[src/rtl/tw_eeprom_pkg.sv]
package tw_eeprom_pkg;

  // protocol phases of the slave controller
  typedef enum logic [2:0] {
    ST_IDLE  = 3'd0,  // waiting for a start condition
    ST_SEL   = 3'd1,  // shifting in the device-select byte
    ST_WADDR = 3'd2,  // shifting in the word address
    ST_RD    = 3'd3,  // presenting read data bits
    ST_WR    = 3'd4,  // shifting in write data bits
    ST_ACK   = 3'd5,  // slave acknowledge clock
    ST_NAK   = 3'd6,  // select rejected, line released
    ST_AWAIT = 3'd7   // waiting for the master's ack after a read byte
  } tw_state_e;

endpackage

[src/rtl/tw_line_sampler.sv]
module tw_line_sampler (
  input  logic clk,
  input  logic rst,
  input  logic scl_i,
  input  logic sda_i,
  output logic scl_rise,
  output logic scl_fall,
  output logic start_ev,
  output logic stop_ev
);

  logic scl_q, sda_q;

  // previous-sample history of both lines
  always_ff @(posedge clk) begin
    if (rst) begin
      scl_q <= 1'b0;
      sda_q <= 1'b0;
    end else begin
      scl_q <= scl_i;
      sda_q <= sda_i;
    end
  end

  assign scl_rise = ~scl_q & scl_i;
  assign scl_fall = scl_q & ~scl_i;
  assign start_ev = scl_q & sda_q & ~sda_i;
  assign stop_ev  = scl_q & ~sda_q & sda_i;

endmodule

[src/rtl/tw_eeprom_store.sv]
module tw_eeprom_store #(
  parameter int AW = 8,
  parameter int DW = 8
) (
  input  logic          clk,
  input  logic          we,
  input  logic [AW-1:0] waddr,
  input  logic [DW-1:0] wdata,
  input  logic          re,
  input  logic [AW-1:0] raddr,
  output logic [DW-1:0] rdata
);

  localparam int DEPTH = 1 << AW;

  logic [DW-1:0] mem [DEPTH];

  // one write port, one registered read port with enable
  always_ff @(posedge clk) begin
    if (we) mem[waddr] <= wdata;
    if (re) rdata <= mem[raddr];
  end

endmodule

[src/rtl/tw_eeprom_ctrl.sv]
module tw_eeprom_ctrl
  import tw_eeprom_pkg::*;
#(
  parameter int          AW       = 8,
  parameter int          DW       = 8,
  parameter int unsigned SEL_MASK = 'hA0
) (
  input  logic          clk,
  input  logic          rst,
  input  logic          sda_i,
  input  logic          scl_rise,
  input  logic          scl_fall,
  input  logic          start_ev,
  input  logic          stop_ev,
  input  logic [DW-1:0] mem_rdata,
  output logic          mem_we,
  output logic          mem_re,
  output logic [AW-1:0] mem_addr,
  output logic [DW-1:0] mem_wdata,
  output logic          sda_o
);

  localparam int MAXB = (DW > AW) ? DW : AW;
  localparam int CW   = $clog2(MAXB + 1);
  localparam logic [DW-1:0] MASK_V = DW'(SEL_MASK);
  localparam logic [CW-1:0] DW_C   = CW'(DW);
  localparam logic [CW-1:0] AW_C   = CW'(AW);

  tw_state_e     state_q, next_q;
  logic [CW-1:0] bitcnt_q;
  logic [AW-1:0] addr_q;
  logic [DW-1:0] sh_q;
  logic          rw_q;
  logic          sda_q;
  logic          rd_bit;
  logic          sel_ok;
  logic          edge_ok;

  assign edge_ok  = ~start_ev & ~stop_ev;
  assign sel_ok   = (sh_q & MASK_V) == MASK_V;
  assign mem_addr = addr_q;
  assign mem_wdata = sh_q;
  assign sda_o    = sda_q;

  // bit of the fetched byte selected by the counter, MSB first
  always_comb begin
    rd_bit = 1'b1;
    for (int i = 0; i < DW; i++) begin
      if (bitcnt_q == CW'(DW - 1 - i)) rd_bit = mem_rdata[i];
    end
  end

  // storage strobes aligned with the register updates below
  always_comb begin
    mem_we = 1'b0;
    mem_re = 1'b0;
    if (edge_ok) begin
      if (scl_fall && state_q == ST_WR && bitcnt_q >= DW_C) mem_we = 1'b1;
      if (scl_fall && state_q == ST_SEL && bitcnt_q >= DW_C && sel_ok && sh_q[0])
        mem_re = 1'b1;
      if (scl_rise && state_q == ST_AWAIT && !sda_i) mem_re = 1'b1;
    end
  end

  always_ff @(posedge clk) begin
    if (rst) begin
      state_q  <= ST_IDLE;
      next_q   <= ST_IDLE;
      bitcnt_q <= '0;
      addr_q   <= '0;
      sh_q     <= '0;
      rw_q     <= 1'b0;
      sda_q    <= 1'b1;
    end else if (start_ev) begin
      state_q  <= ST_SEL;
      bitcnt_q <= '0;
      sda_q    <= 1'b1;
    end else if (stop_ev) begin
      state_q <= ST_IDLE;
      sda_q   <= 1'b1;
    end else if (scl_rise) begin
      case (state_q)
        ST_SEL, ST_WR: begin
          if (bitcnt_q < DW_C) sh_q <= {sh_q[DW-2:0], sda_i};
          bitcnt_q <= bitcnt_q + CW'(1);
        end
        ST_WADDR: begin
          if (bitcnt_q < AW_C) addr_q <= {addr_q[AW-2:0], sda_i};
          bitcnt_q <= bitcnt_q + CW'(1);
        end
        ST_RD: begin
          if (bitcnt_q < DW_C) sda_q <= rd_bit;
          bitcnt_q <= bitcnt_q + CW'(1);
        end
        ST_NAK:   sda_q <= 1'b1;
        ST_ACK:   sda_q <= 1'b0;
        ST_AWAIT: if (!sda_i) next_q <= ST_RD;
        default: ;
      endcase
    end else if (scl_fall) begin
      case (state_q)
        ST_SEL: begin
          if (bitcnt_q >= DW_C) begin
            sda_q <= 1'b1;
            if (sel_ok) begin
              state_q  <= ST_ACK;
              rw_q     <= sh_q[0];
              next_q   <= sh_q[0] ? ST_RD : ST_WADDR;
              bitcnt_q <= '0;
            end else begin
              state_q <= ST_NAK;
              next_q  <= ST_IDLE;
            end
          end
        end
        ST_WADDR: begin
          if (bitcnt_q >= AW_C) begin
            state_q  <= ST_ACK;
            sda_q    <= 1'b1;
            next_q   <= rw_q ? ST_IDLE : ST_WR;
            bitcnt_q <= '0;
          end
        end
        ST_RD: begin
          if (bitcnt_q >= DW_C) begin
            state_q <= ST_AWAIT;
            addr_q  <= addr_q + AW'(1);
          end
        end
        ST_WR: begin
          if (bitcnt_q >= DW_C) begin
            state_q  <= ST_ACK;
            next_q   <= ST_WR;
            addr_q   <= addr_q + AW'(1);
            bitcnt_q <= '0;
          end
        end
        ST_NAK: begin
          state_q  <= ST_IDLE;
          bitcnt_q <= '0;
          sda_q    <= 1'b1;
        end
        ST_ACK, ST_AWAIT: begin
          state_q  <= next_q;
          bitcnt_q <= '0;
          sda_q    <= 1'b1;
        end
        default: ;
      endcase
    end
  end

endmodule

[src/rtl/tw_eeprom_slave.sv]
module tw_eeprom_slave #(
  parameter int          AW       = 8,
  parameter int          DW       = 8,
  parameter int unsigned SEL_MASK = 'hA0
) (
  input  logic clk,
  input  logic rst,
  input  logic scl_i,
  input  logic sda_i,
  output logic sda_o
);

  logic          scl_rise, scl_fall, start_ev, stop_ev;
  logic          mem_we, mem_re;
  logic [AW-1:0] mem_addr;
  logic [DW-1:0] mem_wdata, mem_rdata;

  tw_line_sampler u_smp (
    .clk      (clk),
    .rst      (rst),
    .scl_i    (scl_i),
    .sda_i    (sda_i),
    .scl_rise (scl_rise),
    .scl_fall (scl_fall),
    .start_ev (start_ev),
    .stop_ev  (stop_ev)
  );

  tw_eeprom_ctrl #(.AW(AW), .DW(DW), .SEL_MASK(SEL_MASK)) u_ctl (
    .clk       (clk),
    .rst       (rst),
    .sda_i     (sda_i),
    .scl_rise  (scl_rise),
    .scl_fall  (scl_fall),
    .start_ev  (start_ev),
    .stop_ev   (stop_ev),
    .mem_rdata (mem_rdata),
    .mem_we    (mem_we),
    .mem_re    (mem_re),
    .mem_addr  (mem_addr),
    .mem_wdata (mem_wdata),
    .sda_o     (sda_o)
  );

  tw_eeprom_store #(.AW(AW), .DW(DW)) u_mem (
    .clk   (clk),
    .we    (mem_we),
    .waddr (mem_addr),
    .wdata (mem_wdata),
    .re    (mem_re),
    .raddr (mem_addr),
    .rdata (mem_rdata)
  );

endmodule

[config.mk]
export PLATFORM = sky130hd
export DESIGN_NAME = tw_eeprom_slave
export DESIGN_NICKNAME = d
export VERILOG_FILES = /design/src/rtl/tw_eeprom_pkg.sv /design/src/rtl/tw_line_sampler.sv /design/src/rtl/tw_eeprom_store.sv /design/src/rtl/tw_eeprom_ctrl.sv /design/src/rtl/tw_eeprom_slave.sv
export SDC_FILE = /design/constraint.sdc
export NUM_CORES = 2
export LEC_CHECK = 0
export CAP_MARGIN = 20
export CORE_ASPECT_RATIO = 1.5
export CORE_UTILIZATION = 60
export DETAILED_ROUTE_END_ITERATION = 6
export DONT_BUFFER_PORTS = 1
export PLACE_DENSITY = 0.76
export RECOVER_POWER = 25
export SETUP_SLACK_MARGIN = 0.05
export SYNTH_ARGS = -nofsm -noshare
export SYNTH_HDL_FRONTEND = slang
export SYNTH_HIERARCHICAL = 1
export SYNTH_SLANG_ARGS = --single-unit
export TNS_END_PERCENT = 50
[constraint.sdc]
create_clock -name clk -period 6.5 [get_ports clk]
set_input_delay 0.975 -clock clk [delete_from_list [all_inputs] [get_ports clk]]
set_output_delay 0.975 -clock clk [all_outputs]
set_load 0.01 [all_outputs]
Yosys cells after proc, flatten, opt, wreduce, memory -nomap -nowiden
Memory sizes are Yosys's and may differ from the RTL's. A register that Yosys moved wholly into a read port is not among the register bits.
Index checks and enable logic that the tools add are counted.

storage, ports and cells
  register bits = 30
  RAM bits = 2,048
  input bits = 4
  output and inout port bits = 1
  word-level logic and storage cells = 154
  memories = 1

cells by class
  add/subtract/negate cells = 2
  $lt $le $gt $ge = 2
  equal/unequal tests = 35
  multiplexer cells = 54
  bitwise operators = 14
  reduce and logical (&&, ||, !) cells = 36

memory list
  memory     depth  bits a word  read ports  clocked after memory_dff  wr ports  RTL line               RTL
  u_mem.mem  256    8            1           1                         1         tw_eeprom_store.sv:16  logic [DW-1:0] mem [DEPTH];

operators with widths
  cell                   count
  $mux W8                6
  $mux W3                12
  $mux W1                24
  $mux W4                6
  $reduce_and A7 Y1      3
  $eq A4 B3 Y1 const B   4
  $ne A3 B1 Y1 const B   5
  $pmux W3 S5            1
  $eq A3 B3 Y1 const B   4
  $ne A4 B1 Y1 const B   3
  $pmux W4 S3            1
  $reduce_and A6 Y1      2
  $reduce_or A2 Y1       6
  $ne A2 B2 Y1 const B   5
  $reduce_and A5 Y1      2
  $pmux W3 S3            1
  $reduce_and A9 Y1      1
  $add A8 B1 Y8 const B  1
  $eq A4 B2 Y1 const B   2
  $logic_and A1 B1 Y1    8
  $reduce_bool A4 Y1     2
  $and A1 B1 Y1          7
  $not A1 Y1             7
  $reduce_bool A7 Y1     1
  21 further kinds       29

Logic depth before layout (Yosys ltp)
  word-level depth = 12
  mapped depth = 11
  mapped depth without buffers = 7

By module
Netlist, hierarchy kept.

modules (own cells, without submodules)
  module           times used  cells an instance  area an instance (um2)  sequential area each (um2)
  tw_eeprom_store  1           3,733              79,636.4                61,739.2
  tw_eeprom_ctrl   1           239                1,891.8                 560.5
  tw_line_sampler  1           8                  82.6                    40.0

Least setup slack after synthesis
No wires, ideal clock.

  kind = reg2reg
  start point = register u_ctl.sh_q[7], in the netlist u_ctl/mem_wdata[7]
  end point = register u_mem.rdata[0], read port of u_mem.mem (enable)
  setup time = 373 ps
  arrival time = 4,711 ps
  data required time = 6,127 ps
  path slack = 1,416 ps
  stages on the path, launching flop included = 5
  buffers on the path = 0
  clock period less this slack = 5,084 ps
  cell sequence = dfxtp_1 > nand2_1 > nor4_1 > a21oi_1 > nor2_1

on the way
  longest elaborated chain between the ends = 6

RTL lines
  what                              RTL line               RTL
  from (decl)                       tw_eeprom_ctrl.sv:32   logic [DW-1:0] sh_q;
  from (signal assigned)            tw_eeprom_ctrl.sv:84   if (bitcnt_q < DW_C) sh_q <= {sh_q[DW-2:0], sda_i};
  $eq A2 B2 Y1                      tw_eeprom_ctrl.sv:40   assign sel_ok = (sh_q & MASK_V) == MASK_V;
  $logic_and A1 B1 Y1 (2 in a row)  tw_eeprom_ctrl.sv:59   if (scl_fall && state_q == ST_SEL && bitcnt_q >= DW_C && sel_ok && sh_q[0])
  $mux W1                           tw_eeprom_ctrl.sv:59
  $mux W1                           tw_eeprom_ctrl.sv:61   if (scl_rise && state_q == ST_AWAIT && !sda_i) mem_re = 1'b1;
  $mux W1                           tw_eeprom_ctrl.sv:57   if (edge_ok) begin
  net mem_re                        tw_eeprom_slave.sv:14  logic mem_we, mem_re;
  to (decl)                         tw_eeprom_store.sv:11  output logic [DW-1:0] rdata

The timed path passes the listed nets, and every way through them passes these cells.
A chain may end at the register's enable or synchronous reset.

Worst setup path in the final report
  start point = register u_ctl.sh_q[3], in the netlist u_ctl/mem_wdata[3]
  end point = memory u_mem.mem[77][3] (data pin)

RTL lines
  what       RTL line
  to (decl)  tw_eeprom_store.sv:16

Straight into the memory's write port.

==> impl_metrics.sql <==
INSERT INTO impl_metrics (metric_group, metric, value, unit) VALUES
('timing', 'slew_headroom', '-1.44', ''),
('run_status', 'outcome', 'complete, but fails checks', ''),
('run_status', 'failed_checks', 'design-rule violations, max-capacitance violations, max-slew violations', ''),
('finish', 'multiInputGateArea', '17800', 'um^2'),
('cts', 'tritoncts', 'built', ''),
('worst_setup_path', 'crit_slowest_cell', 'sky130_fd_sc_hd__dfxtp_1', ''),
('worst_setup_path', 'cp-start-kind', 'flip-flop', ''),
('route', 'drt_iter0_markers', '5741', ''),
('synthesis', 'synth-seq-cells', '2086', ''),
('global_routing', 'via_count_of_the_first_global_routing_pass', '40900', ''),
('die', 'rows', '165', ''),
('route', 'drt-wirelength-per-cell', '33.2', 'um'),
('power', 'power_internal', '20.5', 'mW'),
('place', 'gp_congestion', '0.876', ''),
('power', 'p_sw_frac', '0.186', ''),
('finish', 'n_antenna_cell', '0', ''),
('finish', 'synthToLayoutAreaGrowth', '8.85', '%'),
('finish', 'layout-drive-gt1-share', '0.199', ''),
('synthesis', 'synthesis.nets', '3989', ''),
('synthesis', 'netlist.top_cell.by_area', 'sky130_fd_sc_hd__edfxtp_1', ''),
('timing', 'skew', '0.0226', 'ns'),
('cts', 'cts.htree.levels', '4', ''),
('worst_setup_path', 'r2r.worst_path.cells', '1', ''),
('finish', 'post_layout_nonfiller_instances', '5881', ''),
('finish', 'fillers', '8249', ''),
('die', 'die-height', '454', 'um'),
('global_routing', 'grt_antenna_before_repair', '4', ''),
('global_routing', 'overflow', '0', ''),
('worst_setup_path', 'cp_data_arrival_time', '5.31', 'ns'),
('global_routing', 'grt_pass1_wl', '282000', 'um'),
('flow_run', 'max_cap_viol_count', '14', ''),
('timing', 'achievable-frequency', '198', 'MHz'),
('power', 'share_comb_of_total_power', '0.001', ''),
('synthesis', 'yosysWarnings', '6', ''),
('synthesis', 'synth_sequential_area_ratio', '0.764', ''),
('global_routing', 'use_met2', '0.486', ''),
('cts', 'cts_sinks', '2086', ''),
('worst_setup_path', 'cp-startpoint', 'u_ctl/mem_wdata[3]', ''),
('power', 'p_total', '25.2', 'mW'),
('cts', 'post-cts-setup-buffer-count', '0', ''),
('timing', 'slew_violations', '1278', ''),
('place', 'io_buffers', '0', ''),
('worst_setup_path', 'crit_fanout', '184', ''),
('place', 'post_dp_cell_area', '83200', 'um^2'),
('synthesis', 'synth_top_area_frac', '0.757', ''),
('worst_setup_path', 'crit_path_end_kind', 'flip-flop', ''),
('finish', 'final_core_util', '0.659', ''),
('cts', 'numCtsBuffers', '173', ''),
('timing', 'worst_hold_slack', '0.232', 'ns'),
('power', 'p_clk_frac', '0.421', ''),
('route', 'drc_errors', '1', ''),
('worst_setup_path', 'timing.rr.end', 'u_mem/mem[77][3]', ''),
('power', 'switchingPower', '4.67', 'mW'),
('place', 'dp_cells', '5566', ''),
('worst_setup_path', 'critical_path_cell_count', '1', ''),
('timing', 'worst_slack', '1.46', 'ns'),
('timing', 'grt_setup_unrepaired', 'false', ''),
('timing', 'setup_viol', '0', ''),
('worst_setup_path', 'critical_path.top_delay_family', 'flip-flops', ''),
('power', 'power.static_leakage', '28.4', 'nW'),
('synthesis', 'post_synth_edffs', '2056', ''),
('global_routing', 'gr-usage-all-layers', '0.289', ''),
('die', 'die_area', '138000', 'um^2'),
('synthesis', 'synthesis.instances', '3980', ''),
('timing', 'finalHoldViolCount', '0', ''),
('hold_path', 'path_type_of_the_worst_min_delay_path', 'primary input to flip-flop', ''),
('timing', 'worstMarginPinSlew', '3.66', 'ns'),
('worst_setup_path', 'rr_startpoint', 'u_ctl/mem_wdata[3]', ''),
('cts', 'cts.clk_slew.worst_paths', '0.07', 'ns'),
('place', 'dp_slack', '2.02', 'ns'),
('route', 'dr_total_vias', '41000', '');
[routing by layer]
metal | part of all wire | vias to the layer above
met2 | 0.51 | 2430
met4 | 0.063 | 4
met3 | 0.087 | 533
met5 | 0.00017 | -
met1 | 0.34 | 21500
li1 | - | 16600
[power groups by stage]
stage	registers (mW)	logic, mW	clock network (mW)
finish	14.5	0.0220	10.6
global route	14.5	0.0237	11.1
CTS	14.5	0.0214	10.7
detailed placement	14.8	0.0213	0
global placement	14.8	0.0208	0
floorplan	14.8	0.0180	0
[flip-flops by register name, indices dropped and copies added (netlist names), 3 cells and up]
name	flops
u_ctl/next_q	3
u_ctl/state_q	3
u_ctl/mem_wdata	8
u_ctl/mem_addr	8
u_mem/mem	2048
u_ctl/bitcnt_q	4
u_mem/rdata	8
[layout by cell type, fill, tap and decap left out, drive strengths merged, types with 7 or more instances in the layout]
cell type | netlist | layout
a2111oi | 8 | 8
a211oi | 18 | 18
a21oi | 118 | 118
a221oi | 18 | 18
a22o | 8 | 8
a22oi | 137 | 137
and2 | 8 | 8
buf | 130 | 76
bufinv | 0 | 22
clkbuf | 118 | 214
clkinv | 1 | 67
clkinvlp | 0 | 10
dfxtp | 30 | 30
edfxtp | 2056 | 2056
inv | 12 | 20
mux2i | 146 | 146
mux4 | 456 | 456
nand2 | 54 | 54
nand2b | 13 | 13
nand3 | 43 | 43
nand4 | 11 | 11
nor2 | 314 | 314
nor2b | 39 | 39
nor3 | 24 | 24
nor4 | 31 | 31
o211ai | 14 | 14
o21ai | 22 | 22
o221ai | 48 | 48
o22ai | 29 | 29
o32ai | 7 | 7
[cells in the mapped netlist, types with 34 or more instances]
master / n
sky130_fd_sc_hd__a21oi_1: 118
sky130_fd_sc_hd__nor2_1: 313
sky130_fd_sc_hd__nor2b_1: 39
sky130_fd_sc_hd__o221ai_1: 47
sky130_fd_sc_hd__buf_2: 34
sky130_fd_sc_hd__mux4_2: 454
sky130_fd_sc_hd__a22oi_1: 137
sky130_fd_sc_hd__edfxtp_1: 2056
sky130_fd_sc_hd__nand2_1: 54
sky130_fd_sc_hd__clkbuf_1: 117
sky130_fd_sc_hd__mux2i_1: 146
sky130_fd_sc_hd__nand3_1: 43
[worst min-delay path by stage]
stage                               start            endpoint
after floorplan           u_ctl/next_q[2]     u_ctl/next_q[2]
after global placement    u_ctl/next_q[1]     u_ctl/next_q[1]
after detailed placement  u_ctl/next_q[1]     u_ctl/next_q[1]
after CTS                             rst  u_ctl/mem_wdata[6]
after global routing                  rst          u_ctl/rw_q
final                                 rst   u_ctl/mem_addr[4]
[cells by family (layout without fill, tap and decap cells)]
logic type                 count (synthesis)  count (layout)  synth area share
DFF                                     2086            2086             0.764
muxes                                    603             603             0.144
and+or+nand+nor                          567             567            0.0322
AOI/OAI and AO/OA                        454             454            0.0391
buffers and inverters                    261             409            0.0195
adders and majority gates                  5               5          0.000767
xor gates and xnor gates                   4               4          0.000521
[area by class of cell]
cell class                 count  share of cell area
clock buffer                 207              0.0521
clock inverter               106              0.0123
inverter                      13            0.000549
multi-input combinational   1633               0.200
sequential                  2086               0.702
tap                         1753              0.0247
timing repair buffer          83             0.00834
No activity file was read; power rests on OpenSTA's default activity.
